[src/rtl/uart_stat_pkg.sv]
package uart_stat_pkg;
  localparam int STAT_W   = 8;
  localparam int ERR_N    = 4;
  localparam int FFLT_N   = 3;
  // bit positions in the line status byte
  localparam int B_TDRE   = 7;
  localparam int B_TC     = 6;
  localparam int B_RXF    = 5;
  localparam int B_IDLE   = 4;
  // bit positions in the FIFO status byte
  localparam int B_TXEMP  = 7;
  localparam int B_RXEMP  = 6;
  typedef logic [ERR_N-1:0]  err_vec_t;
  typedef logic [FFLT_N-1:0] fflt_vec_t;
  typedef logic [STAT_W-1:0] stat_byte_t;
endpackage

[src/rtl/uart_err_flags.sv]
module uart_err_flags
  import uart_stat_pkg::*;
#(
  parameter int N = ERR_N
) (
  input  logic         clk,
  input  logic         rst,
  input  logic [N-1:0] evt,
  input  logic         stat_rd,
  input  logic         data_rd,
  input  logic         data_wr,
  output logic [N-1:0] flags,
  output logic         armed
);
  logic arm_q;
  logic any_evt;
  logic clr_now;

  assign any_evt = |evt;
  assign clr_now = data_rd & arm_q;

  // arming: a status read arms; events, writes and data reads disarm
  always_ff @(posedge clk) begin
    if (rst)                    arm_q <= 1'b0;
    else if (any_evt || data_wr) arm_q <= 1'b0;
    else if (stat_rd)           arm_q <= 1'b1;
    else if (data_rd)           arm_q <= 1'b0;
  end

  genvar i;
  generate
    for (i = 0; i < N; i++) begin : g_flag
      logic f_q;
      always_ff @(posedge clk) begin
        if (rst)          f_q <= 1'b0;
        else if (evt[i])  f_q <= 1'b1;
        else if (clr_now) f_q <= 1'b0;
      end
      assign flags[i] = f_q;
    end
  endgenerate

  assign armed = arm_q;

  // an event shows up on the flag one cycle later
  a_r4_evt_sets: assert property (@(posedge clk) disable iff (rst)
    any_evt |=> ((flags & $past(evt)) == $past(evt)));
  // no flag may fall unless an armed data read happened
  a_r6_fall_needs_arm: assert property (@(posedge clk) disable iff (rst)
    !(data_rd && armed) |=> ((flags & $past(flags)) == $past(flags)));
  // a data write always leaves the sequence disarmed
  a_r8_write_disarms: assert property (@(posedge clk) disable iff (rst)
    data_wr |=> !armed);
endmodule

[src/rtl/uart_fifo_flags.sv]
module uart_fifo_flags
  import uart_stat_pkg::*;
#(
  parameter int N = FFLT_N
) (
  input  logic         clk,
  input  logic         rst,
  input  logic [N-1:0] evt,
  input  logic         wr,
  input  logic [N-1:0] clr,
  input  logic [N-1:0] en,
  output logic [N-1:0] flags,
  output logic         irq
);
  logic [N-1:0] clr_mask;
  assign clr_mask = wr ? clr : '0;

  genvar i;
  generate
    for (i = 0; i < N; i++) begin : g_fault
      logic f_q;
      always_ff @(posedge clk) begin
        if (rst)              f_q <= 1'b0;
        else if (evt[i])      f_q <= 1'b1;
        else if (clr_mask[i]) f_q <= 1'b0;
      end
      assign flags[i] = f_q;
    end
  endgenerate

  assign irq = |(flags & en);

  // a fault flag falls only where a clear bit was written
  a_r11_w1c_only: assert property (@(posedge clk) disable iff (rst)
    1'b1 |=> (($past(flags) & ~flags & ~$past(clr_mask)) == '0));
  // an event in the same cycle as a clear wins
  a_r11_evt_wins: assert property (@(posedge clk) disable iff (rst)
    (|evt) |=> ((flags & $past(evt)) == $past(evt)));
endmodule

[src/rtl/uart_stat_flags.sv]
module uart_stat_flags
  import uart_stat_pkg::*;
(
  input  logic                clk,
  input  logic                rst,
  input  logic                tx_hold_empty,
  input  logic                tx_shift_busy,
  input  logic                rx_data_full,
  input  logic                rx_line_idle,
  input  logic [ERR_N-1:0]    err_evt,
  input  logic                stat_rd,
  input  logic                data_rd,
  input  logic                data_wr,
  output logic [STAT_W-1:0]   stat_q,
  input  logic                txf_empty,
  input  logic                rxf_empty,
  input  logic [FFLT_N-1:0]   fifo_evt,
  input  logic                fifo_wr,
  input  logic [FFLT_N-1:0]   fifo_clr,
  input  logic [FFLT_N-1:0]   fifo_irq_en,
  output logic [STAT_W-1:0]   fifo_stat,
  output logic                fifo_irq
);
  logic tdre_q, tc_q, rxf_q, idle_q, txe_q, rxe_q;
  err_vec_t  err_flags;
  fflt_vec_t fflt;
  logic      err_armed;

  always_ff @(posedge clk) begin
    if (rst) begin
      tdre_q <= 1'b0;
      tc_q   <= 1'b0;
      rxf_q  <= 1'b0;
      idle_q <= 1'b0;
      txe_q  <= 1'b0;
      rxe_q  <= 1'b0;
    end else begin
      tdre_q <= tx_hold_empty;
      tc_q   <= tx_hold_empty & ~tx_shift_busy;
      rxf_q  <= rx_data_full;
      idle_q <= rx_line_idle;
      txe_q  <= txf_empty;
      rxe_q  <= rxf_empty;
    end
  end

  uart_err_flags #(.N(ERR_N)) u_err (
    .clk(clk), .rst(rst), .evt(err_evt), .stat_rd(stat_rd),
    .data_rd(data_rd), .data_wr(data_wr), .flags(err_flags),
    .armed(err_armed)
  );

  uart_fifo_flags #(.N(FFLT_N)) u_fifo (
    .clk(clk), .rst(rst), .evt(fifo_evt), .wr(fifo_wr), .clr(fifo_clr),
    .en(fifo_irq_en), .flags(fflt), .irq(fifo_irq)
  );

  always_comb begin
    stat_q              = '0;
    stat_q[B_TDRE]      = tdre_q;
    stat_q[B_TC]        = tc_q;
    stat_q[B_RXF]       = rxf_q;
    stat_q[B_IDLE]      = idle_q;
    stat_q[ERR_N-1:0]   = err_flags;
    fifo_stat           = '0;
    fifo_stat[B_TXEMP]  = txe_q;
    fifo_stat[B_RXEMP]  = rxe_q;
    fifo_stat[FFLT_N-1:0] = fflt;
  end

  // complete only when the transmitter was fully idle
  a_r3_tc_idle: assert property (@(posedge clk) disable iff (rst)
    stat_q[B_TC] |-> $past(tx_hold_empty && !tx_shift_busy));
  // complete never while a character is shifting
  a_r3_tc_busy: assert property (@(posedge clk) disable iff (rst)
    tx_shift_busy |=> !stat_q[B_TC]);
  // the unused FIFO status bits stay low
  a_r10_gap_zero: assert property (@(posedge clk) disable iff (rst)
    fifo_stat[5:3] == 3'b000);
endmodule

[config.mk]
export PLATFORM = sky130hd
export DESIGN_NAME = uart_stat_flags
export DESIGN_NICKNAME = d
export VERILOG_FILES = /design/src/rtl/uart_stat_pkg.sv /design/src/rtl/uart_err_flags.sv /design/src/rtl/uart_fifo_flags.sv /design/src/rtl/uart_stat_flags.sv
export SDC_FILE = /design/constraint.sdc
export NUM_CORES = 1
export LEC_CHECK = 0
export BUFFER_PORTS_ARGS = -buffer_cell sky130_fd_sc_hd__buf_2
export CORE_MARGIN = 5
export CORE_UTILIZATION = 42
export DETAILED_ROUTE_END_ITERATION = 7
export GPL_TIMING_DRIVEN = 0
export MAX_ROUTING_LAYER = met4
export PLACE_DENSITY = 0.8
export SYNTH_ARGS = -nofsm -noshare
export SYNTH_HDL_FRONTEND = slang
export SYNTH_HIERARCHICAL = 1
export SYNTH_SLANG_ARGS = --single-unit
export TNS_END_PERCENT = 5
[constraint.sdc]
create_clock -name clk -period 2.42 [get_ports clk]
set_clock_uncertainty 0.2 [all_clocks]
set_input_delay 0.242 -clock clk [delete_from_list [all_inputs] [get_ports clk]]
set_output_delay 0.242 -clock clk [all_outputs]
set_load 0.005 [all_outputs]
# [After elaboration in Yosys (flattened, before gate mapping)]
# Index checks and enable logic that the tools add are counted.
[classes] mux=14 n_reduce_logical=12 bitwise=4
[op_table] operator="$reduce_bool 2->1" n=8
[op_table] operator="$mux 1" n=13
[op_table] operator="$reduce_or 4->1" n=1
[op_table] operator="$and 3x3->3" n=1
[op_table] operator="$mux 3" n=1
[op_table] operator="$reduce_or 3->1" n=1
[op_table] operator="$and 1x1->1" n=2
[op_table] operator="$reduce_or 2->1" n=1
[op_table] operator="$logic_or 1x1->1" n=1
[op_table] operator="$not 1->1" n=1
[word_totals] out_inout_bits=17 reg_bits=14 input_bits=25 elab_cells=44

# [Logic depth before layout (Yosys ltp)]
# Gate-level depths: netlist of run 1.
[logic_depth] word_depth=3 mapped_depth=2 depth_no_buf=2

# [Modules after synthesis]
# The synthesis of run 1 kept the hierarchy.
[by_module_without_submodules] mod="uart_stat_flags" cells_per_inst=22 n_inst=1 seq_area_each_um2=120.1 area_each_um2=235.2
[by_module_without_submodules] mod="uart_err_flags" cells_per_inst=21 n_inst=1 seq_area_each_um2=100.1 area_each_um2=232.7
[by_module_without_submodules] mod="uart_fifo_flags" cells_per_inst=17 n_inst=1 seq_area_each_um2=60.1 area_each_um2=145.1

# [Worst setup path before layout of run 1]
# No wires, ideal clock.
[synth_timing] path_kind="register to output" startpoint="register u_fifo.g_fault[0].f_q" endpoint="output port fifo_irq" path_buffers=0 path_stages_with_launch=3 arrival_ns=0.664 required_time_ns=1.978 slack_ns=1.314 cell_sequence="dfxtp_1 -> a222oi_1 -> inv_1"
[synth_between] elab_chain_cells=2
[synth_rtl] element="start, declared" line="uart_fifo_flags.sv:21" source="logic f_q;"
[synth_rtl] element="start signal, assigned" line="uart_fifo_flags.sv:23" source="if (rst) f_q <= 1'b0;"
[synth_rtl] element="start signal, assigned" line="uart_fifo_flags.sv:24" source="else if (evt[i]) f_q <= 1'b1;"
[synth_rtl] element="start signal, assigned" line="uart_fifo_flags.sv:25" source="else if (clr_mask[i]) f_q <= 1'b0;"
[synth_rtl] element="$and 3x3->3" line="uart_fifo_flags.sv:31" source="assign irq = |(flags & en);"
[synth_rtl] element="$reduce_or 3->1" line="uart_fifo_flags.sv:31"
[synth_rtl] element="end, declared" line="uart_stat_flags.sv:22" source="output logic fifo_irq"
# No other way between the ends.

# [Worst setup path after layout of run 1]
[layout_timing] startpoint="input port fifo_clr[0]" endpoint="register u_fifo.g_fault[0].f_q"
[layout_between] elab_chain_cells=2
[layout_rtl] element="start, declared" line="uart_stat_flags.sv:19" source="input logic [FFLT_N-1:0] fifo_clr,"
[layout_rtl] element="$mux 3" line="uart_fifo_flags.sv:16" source="assign clr_mask = wr ? clr : '0;"
[layout_rtl] element="$reduce_bool 2->1 (no source line)"
# No other way between the ends.
# A chain may end at the register's enable or synchronous reset.

==> metrics.cfg, run 1 <==
[yosys]
syn_area_um2 = 613
synth-async-reset-ratio_pct = 0
yosysSeqAreaShare_pct = 45.7
ys_ff_latch = 14
ys.flop_type = dfxtp_1
ys_warn_count = 6
synth_top_cell_area_share_pct = 45.7
synth_most_common_cell = buf_4
avgSynthCellArea_um2 = 10.2
yosysTopAreaCell = dfxtp_1
ys_top_cells_by_count = buf_4, dfxtp_1, nor2b_1
yosysUniqueCellTypes = 13
synth_edf_count = 0
syn-instance-count = 60
synth.area.top_cells = dfxtp_1, buf_4, o21ba_2, nor2b_1, a21boi_0

[route]
vias = 583
wl_per_cell_um = 10.8
first_pass_iters = 4
ant_nets = 0
remaining_drc_errors = 0
viasPerCell = 4.42
drt-initial-drc-count = 12
wl_um = 1430

[floorplan]
die_h_um = 48.2
rows = 13
dieArea_um2 = 2320
coreArea_um2 = 1330
initial_core_util_pct = 46.0
ios = 42
die_w_um = 48.2

[global_route]
antenna_found_initial = 0
grt_pass1_vias = 567
grtUsageTotal_pct = 14.0
grt_max_degree = 15
grt-ovfl-total = 0
grt_pass1_wl_um = 2160

[power]
cellLeakagePower_uw = 0.000539
power_density_nw_per_um2 = 518
pwr-share-seq_pct = 48.5
p_int_uw = 405
switching_share_pct = 21.4
p_clk_share_pct = 31.5
power_frac_comb_pct = 19.9
peakVddDrop_v = 0.000399
finalPower_uw = 516
p_sw_uw = 111

[clock_network]
cts_buffers = 3
htreeDepth = 1
path_clk_slew_ns = 0.08
clock_path_buffers = 2
ctsHoldBuffers = 13
clk_latency_ns = 0.27
ctsResizeCount = 0
clock-sinks = 14
cts_setup_buffers = 0
tritoncts = yes
cts-root-buf = clkbuf_4

[place]
place_ws_ns = 1.10
gp_congestion = 0.748
dp_cells = 115
port_buffers = 38

[worst_hold_path]
holdPathEnd = tdre_q
min_path_cells = 2
hold_path.startpoint = tx_hold_empty
hold_class = in2reg

[setup_path]
cp_num_buf_inv = 3
cp_max_fo = 1
start_kind = primary input
cp.depth = 4
critical_path.max_stage_delay_ns = 0.58
crit_type = in2reg
cp_data_arrival_time_ns = 1.71
required_ns = 2.44
r2r_start = u_err/armed
r2r_slack_ns = 0.89
cpMaxStageDelayCell = dlygate4sd3_1
r2r_cells = 3
crit_chain = dlygate4sd3_1, buf_2, a311oi_1, dlygate4sd3_1
endpoint_kind = flip-flop
critPathTopFamily = buffers and inverters
path_common_cell = dlygate4sd3_1
r2r-end = u_err/armed

[final_layout]
final_cells = 132
areaGrowthSynthToFinish_pct = 62.4
fin_nets = 143
layout-drive-gt1-share_pct = 54.7
finish.utilization_pct = 74.7
fill_cells = 106
diodes = 0

[sta]
fmax_mhz = 591
min_period_over_period_pct = 69.9
rsz0062_at_grt = no
tns_ns = 0
period_needed_ns = 1.69
slew_violations = 0
timing.final.ws_setup_ns = 0.729
final-hold-violation-count = 0
finalSetupViolCount = 0

[run_status]
status = completed

[flow_run]
drv_cap = 0

sequential cells by signal, summed over array words and instances (netlist names):
| signal | flops |
|---|---|
| idle_q | 1 |
| rxe_q | 1 |
| rxf_q | 1 |
| tc_q | 1 |
| tdre_q | 1 |
| txe_q | 1 |
| u_err/armed | 1 |
| u_err/g_flag.f_q | 4 |
| u_fifo/g_fault.f_q | 3 |
stage by stage:
| step | area (um^2) | hold slack [ns] |
|---|---|---|
| finish | 996 | 0.00614 |
| global route | 996 | 0.00846 |
| CTS | 996 | 0.00310 |
| detailed placement | 830 | 0.210 |
| global placement | 830 | 0.209 |
| floorplan | 621 | 0.111 |
cell type report:
cell class | count | area, um^2 | area share, %
timing repair buffer | 51 | 320 | 32.2
multi-input combinational | 28 | 205 | 20.6
buffer | 16 | 120 | 12.1
clock buffer | 4 | 36.3 | 3.64
tap | 15 | 18.8 | 1.88
inverter | 4 | 15.0 | 1.51
sequential | 14 | 280 | 28.1
power groups by stage:
stage          Sequential [uW]  Combinational [uW]  Clock (uW)
3_5_place_dp               256                86.1           0
6_report                   250                 103         163
5_1_grt                    252                 113         177
2_1_floorplan              254                44.8           0
4_1_cts                    251                 103         171
3_3_place_gp               255                83.8           0
logic make-up (layout without fill, tap and decap cells):
| kind of cell | after synthesis | in the layout | share of synthesized area (%) |
|---|---|---|---|
| buffers and inverters | 20 | 75 | 22.0 |
| AO/OA/AOI/OAI | 13 | 13 | 19.0 |
| AND/OR/NAND/NOR | 12 | 12 | 12.7 |
| flip-flops | 14 | 14 | 45.7 |
| other | 1 | 3 | 0.612 |
worst max path at each step:
stage	slack [ns]	startpoint	to
finish	0.73	fifo_clr[0]	u_fifo/g_fault[0].f_q
global route	0.66	fifo_clr[0]	u_fifo/g_fault[0].f_q
CTS	0.76	fifo_clr[0]	u_fifo/g_fault[0].f_q
detailed placement	1.10	fifo_irq_en[0]	fifo_irq
global placement	1.15	fifo_irq_en[0]	fifo_irq
floorplan	1.31	u_fifo/g_fault[0].f_q	fifo_irq
worst reg2reg max path, cell delays in order (launching register included):
cell and delay (ns):
dfxtp_1 0.34, nor2b_1 0.14, o211a_1 0.19, dlygate4sd3_1 0.54
placed cells by master (no fill, tap or decap), drive strengths merged:
| master | count |
|---|---|
| inv | 4 |
| nor3b | 1 |
| a21boi | 4 |
| buf | 54 |
| a222oi | 1 |
| clkbuf | 4 |
| conb | 3 |
| nor2b | 6 |
| dfxtp | 14 |
| o21ba | 4 |
| o211a | 1 |
| dlygate4sd3 | 13 |
| nor2 | 4 |
| nor4 | 1 |
| a311oi | 3 |
per-layer routing:
layer / up-vias / global-route usage (%) / wire length [um]
li1: 296 / - / -
met1: 254 / 11.8 / 500
met2: 31 / 27.6 / 767
met3: 2 / 2.58 / 142
met4: 0 / 8.06 / 17
met5: - / - / 0
Note: power is estimated with default switching activity, not from simulation.
==> run 2, diff against run 1 <==
--- a/config.mk
+++ b/config.mk
@@ -7,11 +7,11 @@
 export LEC_CHECK = 0
 export BUFFER_PORTS_ARGS = -buffer_cell sky130_fd_sc_hd__buf_2
 export CORE_MARGIN = 5
-export CORE_UTILIZATION = 42
+export CORE_UTILIZATION = 35
 export DETAILED_ROUTE_END_ITERATION = 7
 export GPL_TIMING_DRIVEN = 0
 export MAX_ROUTING_LAYER = met4
-export PLACE_DENSITY = 0.8
+export PLACE_DENSITY = 0.71
 export SYNTH_ARGS = -nofsm -noshare
 export SYNTH_HDL_FRONTEND = slang
 export SYNTH_HIERARCHICAL = 1
==> constraint.sdc (replaced) <==
create_clock -name clk -period 1.5 [get_ports clk]
set_clock_uncertainty 0.2 [all_clocks]
set_input_delay 0.15 -clock clk [delete_from_list [all_inputs] [get_ports clk]]
set_output_delay 0.15 -clock clk [all_outputs]
set_load 0.005 [all_outputs]
==> run 2 against run 1 <==
Clock power up 62%. Sequential share of layout area down 2.0 points. Combinational power up 77%. Via count up 4.1%. Sequential cell count unchanged. Core utilization down 11 points. Non-clock buffer count up 8. Total power up 65%. Critical endpoint is now fifo_irq.
==> metrics.cfg, run 2 (synthesis results as in run 1) <==
[run_status]
status = completed

[worst_hold_path]
hold_path.startpoint = rst
min_path_cells = 2
hold_class = in2reg
holdPathEnd = rxe_q

[power]
cellLeakagePower_uw = 0.000583
p_int_uw = 668
pwr-share-seq_pct = 47.5
power_frac_comb_pct = 21.4
switching_share_pct = 21.5
p_sw_uw = 183
p_clk_share_pct = 31.1
power_density_nw_per_um2 = 787
peakVddDrop_v = 0.000560

[clock_network]
clock_path_buffers = 2
htreeDepth = 1
cts-root-buf = clkbuf_4
tritoncts = yes
cts_buffers = 3
clock-sinks = 14
path_clk_slew_ns = 0.08
clk_latency_ns = 0.27

[setup_path]
r2r_slack_ns = 0.51
required_ns = 1.15
start_kind = flip-flop
r2r_start = u_err/armed
cpMaxStageDelayCell = a222oi_1
r2r-end = u_err/armed
crit_type = reg2out
critical_path.max_stage_delay_ns = 0.35
cp_max_fo = 2
r2r_cells = 2
endpoint_kind = output pin
cp_data_arrival_time_ns = 1.13
crit_chain = a222oi_1, inv_1, buf_2

[route]
first_pass_iters = 4
wl_um = 1540
drt-initial-drc-count = 3
ant_nets = 0
wl_per_cell_um = 10.8
vias = 607
remaining_drc_errors = 0
viasPerCell = 4.27

[sta]
min_period_over_period_pct = 99.0
final-hold-violation-count = 0
slew_violations = 0
fmax_mhz = 673
rsz0062_at_grt = yes
finalSetupViolCount = 0
period_needed_ns = 1.48

[final_layout]
top_regs = u_err/g_flag.f_q: 4 flops, u_fifo/g_fault.f_q: 3 flops
mostFrequentLayoutCells = buf_2, dlygate4sd3_1, buf_4
areaGrowthSynthToFinish_pct = 76.3
largest_reg_flops = 4
diodes = 0
layout-drive-gt1-share_pct = 53.6
final_cells = 142
top_register = u_err/g_flag.f_q
final_common_cell = buf_2
finish.utilization_pct = 64.0
fin_nets = 151

[floorplan]
coreArea_um2 = 1690
die_h_um = 51.9
die_w_um = 51.9
initial_core_util_pct = 36.3
ios = 42
rows = 15
dieArea_um2 = 2690

[global_route]
grt_max_degree = 15
grt_pass1_wl_um = 2550
antenna_found_initial = 0
grt-ovfl-total = 0
grt_pass1_vias = 633
grtUsageTotal_pct = 13.2

[place]
port_buffers = 38
gp_congestion = 0.663
hpwl_um = 1020
dp_cells = 117

[flow_run]
drv_cap = 0

==> run 2: cell types whose count changed in the layout (fill, tap and decap cells not counted) <==
cell and delta:
dlymetal6s4s_1 +1, dlygate4sd3_1 +6, buf_4 +1, dfxtp_1 -2, dfxtp_2 +2
==> run 2: power groups by stage <==
stage / logic [uW] / clock network [uW] / registers (uW)
after floorplan: 72.3 / 0 / 410
after global placement: 136 / 0 / 412
after detailed placement: 139 / 0 / 413
after CTS: 179 / 277 / 405
after global routing: 202 / 292 / 407
final: 182 / 264 / 404
==> run 2: metal layers <==
layer | vias to the layer above | track usage [%] | wire [um]
met5 | - | - | 0
li1 | 314 | - | -
met2 | 24 | 25.1 | 827
met3 | 2 | 2.29 | 125
met1 | 267 | 12.0 | 570
met4 | 0 | 7.86 | 17
==> run 2: worst max path at each step <==
stage | cells past startpoint | slack (ns) | from | endpoint
floorplan | 2 | 0.49 | u_fifo/g_fault[0].f_q | fifo_irq
global route | 3 | -0.08 | u_fifo/g_fault[0].f_q | fifo_irq
CTS | 3 | -0.007 | u_fifo/g_fault[0].f_q | fifo_irq
global placement | 3 | 0.35 | u_fifo/g_fault[1].f_q | fifo_irq
finish | 3 | 0.02 | u_fifo/g_fault[0].f_q | fifo_irq
detailed placement | 3 | 0.33 | u_fifo/g_fault[1].f_q | fifo_irq
==> run 2: worst max-delay path: cells and delay by family (launching register included) <==
kind | cells | cell delay (ns)
DFF | 1 | 0.32
AOI/OAI and AO/OA | 1 | 0.35
buffers and inverters | 2 | 0.20
==> run 2: cell type report <==
| cell class | instances | area, um^2 |
|---|---|---|
| clock buffers | 4 | 36.3 |
| plain buffers | 16 | 120 |
| flip-flops and latches | 14 | 283 |
| inverters | 4 | 15.0 |
| multi-input cells | 28 | 205 |
| repair buffers | 59 | 400 |
| well taps | 17 | 21.3 |
| fillers | 146 | 608 |
==> run 2: per-stage QoR <==
step	instance area, um^2	setup TNS (ns)	setup WS, ns	power [uW]	hold WS (ns)
2_1_floorplan	621	0	0.486	482	0.0188
3_3_place_gp	832	0	0.355	548	0.121
3_5_place_dp	832	0	0.328	552	0.120
4_1_cts	1070	-0.00726	-0.00726	861	0.00828
5_1_grt	1080	-0.0840	-0.0840	901	0.0219
6_report	1080	0	0.0151	851	0.0192
==> run 2: repair_timing <==
| item | in CTS | in global routing |
|---|---|---|
| pin swaps | 0 | 1 |
| cloned | 0 | 0 |
| hold endpoints to repair | 14 | 0 |
| endpoints found under the setup margin | 1 | 2 |
| hold buffers | 20 | 0 |
| gates resized for setup | 2 | 1 |
| setup buffers | 0 | 1 |
==> run 3, diff against run 2 <==
--- a/config.mk
+++ b/config.mk
@@ -14,6 +14,5 @@
 export PLACE_DENSITY = 0.71
 export SYNTH_ARGS = -nofsm -noshare
 export SYNTH_HDL_FRONTEND = slang
-export SYNTH_HIERARCHICAL = 1
 export SYNTH_SLANG_ARGS = --single-unit
 export TNS_END_PERCENT = 5
==> run 3 against run 2 <==
Global-route usage is 1.0 points lower. Critical path type unchanged. Clock-buffer cell count stayed put. Via count is 5.1% lower. Largest power group unchanged. Hold slack better by 0.013 ns.
==> metrics.cfg, run 3 <==
[run_status]
status = completed

[yosys]
avgSynthCellArea_um2 = 10.6
yosysTopAreaCell = dfxtp_1
syn_area_um2 = 616
yosys.area_share.simple_pct = 9.76
synthMuxAreaShare_pct = 0
synth_top_family_by_area = compound AO/OA/AOI/OAI gates
syn-instance-count = 58
ys_warn_count = 0
ys.flop_type = dfxtp_1
ys_ff_latch = 14
synth.area.top_cells = dfxtp_1, buf_4, o21ba_2, a21boi_0, nor2b_1
synth_xor_area_share_pct = 0
yosys.area_share.adder_pct = 0
yosysSeqAreaShare_pct = 45.5
yosysUniqueCellTypes = 12
synth-async-reset-ratio_pct = 0
synth_top_cell_area_share_pct = 45.5
synth_compound_area_share_pct = 23.2
ys_top_cells_by_count = buf_4, dfxtp_1, a21boi_0, nor2b_1, o21ba_2
synth_most_common_cell = buf_4
synth_edf_count = 0

[setup_path]
endpoint_kind = output pin
critical_path.max_stage_delay_ns = 0.33
start_kind = flip-flop
crit_chain = a222oi_1, inv_1, buf_2
cp_data_arrival_time_ns = 1.11
required_ns = 1.15
r2r_slack_ns = 0.50
crit_type = reg2out
cp_max_fo = 3
cp_num_buf_inv = 2
critPathTopFamily = flip-flops
cpMaxStageDelayCell = dfxtp_2

[final_layout]
layout-drive-gt1-share_pct = 57.6
fill_cells = 165
final_common_cell = buf_2
top_register = u_err.g_flag.f_q
mostFrequentLayoutCells = buf_2, buf_4, dlygate4sd3_1
final_cells = 143
areaGrowthSynthToFinish_pct = 69.3
diodes = 0
fin_nets = 144
largest_reg_flops = 4
top_regs = u_err.g_flag.f_q: 4 flops, u_fifo.g_fault.f_q: 3 flops

[floorplan]
ios = 42
rows = 15
initial_core_util_pct = 36.0
dieArea_um2 = 2700
coreArea_um2 = 1710
die_w_um = 51.9
die_h_um = 51.9

[route]
remaining_drc_errors = 0
drt-initial-drc-count = 1
wl_um = 1550
ant_nets = 0
viasPerCell = 4.03
vias = 576
first_pass_iters = 4
wl_per_cell_um = 10.9

[global_route]
grt_max_degree = 11
grtUsageTotal_pct = 12.1
antenna_found_initial = 0
grt_pass1_wl_um = 2330
grt_pass1_vias = 592
grt-ovfl-total = 0

[clock_network]
tritoncts = yes
htreeDepth = 1
cts-root-buf = clkbuf_4
cts_buffers = 3
clock_path_buffers = 2
path_clk_slew_ns = 0.08
clock-sinks = 14
cts_setup_buffers = 0
clk_latency_ns = 0.27

[sta]
min_period_over_period_pct = 97.5
slew_violations = 0
rsz0062_at_grt = yes
final-hold-violation-count = 0
fmax_mhz = 684
period_needed_ns = 1.46
tns_ns = 0
hold_ws_ns = 0.0324
finalSetupViolCount = 0

[worst_hold_path]
hold_class = in2reg

[power]
cellLeakagePower_uw = 0.000544
finalPower_uw = 840
power_density_nw_per_um2 = 806
peakVddDrop_v = 0.000486

[place]
gp_congestion = 0.688
port_buffers = 38
dp_cells = 123
hpwl_um = 1040

[flow_run]
drv_cap = 0

[run 3: cell families after synthesis]
kind of cell,Yosys count
AOI/OAI and AO/OA,16
and+or+nand+nor,9
DFF,14
other,1
buffers and inverters,18
[run 3: cell type report]
class	count	area, um^2	area share (%)
timing repair buffer	54	350	33.6
tap	25	31.3	3.00
buffer	17	125	12.0
inverter	1	3.75	0.360
sequential	14	282	27.0
clock buffer	4	36.3	3.48
multi-input combinational	28	214	20.5
[run 3: report_power, final]
part           switching (uW)  internal (uW)
registers                9.98            394
logic                    50.7            119
clock network             119            147
total                     179            660
[run 3: through the flow]
stage	area, um^2	util (%)	setup slack [ns]
2_1_floorplan	623	-	0.490
4_1_cts	1040	61.0	0.0195
3_5_place_dp	845	49.5	0.329
5_1_grt	1040	61.0	-0.0533
3_3_place_gp	845	49.5	0.368
6_report	1040	61.0	0.0376
[run 3: final timing paths]
check | startpoint | to | cells after the start
hold / removal | fifo_clr[1] | u_fifo.g_fault[1].f_q | 3
setup reg to reg | u_err.armed | u_err.g_flag[2].f_q | 2
hold reg to reg | u_err.g_flag[1].f_q | u_err.g_flag[1].f_q | 2
setup / recovery | u_fifo.g_fault[1].f_q | fifo_irq | 3
[run 3: routing by layer]
layer | GRT usage [%] | vias up | wire, um
met1 | 10.5 | 248 | 542
met2 | 23.6 | 28 | 831
li1 | - | 296 | -
met5 | - | - | 0
met4 | 6.99 | 0 | 43
met3 | 2.58 | 4 | 135
[run 3: what timing repair did]
action	CTS	global route
hold buffers	16	0
endpoints found under the hold margin	14	0
gates resized for setup	0	1
setup endpoints to repair	0	1
[run 3: tightest hold or removal path, delay by kind of cell]
kind | cells | cell delay, ns
AOI/OAI and AO/OA | 2 | 0.25
buffers and inverters | 1 | 0.07
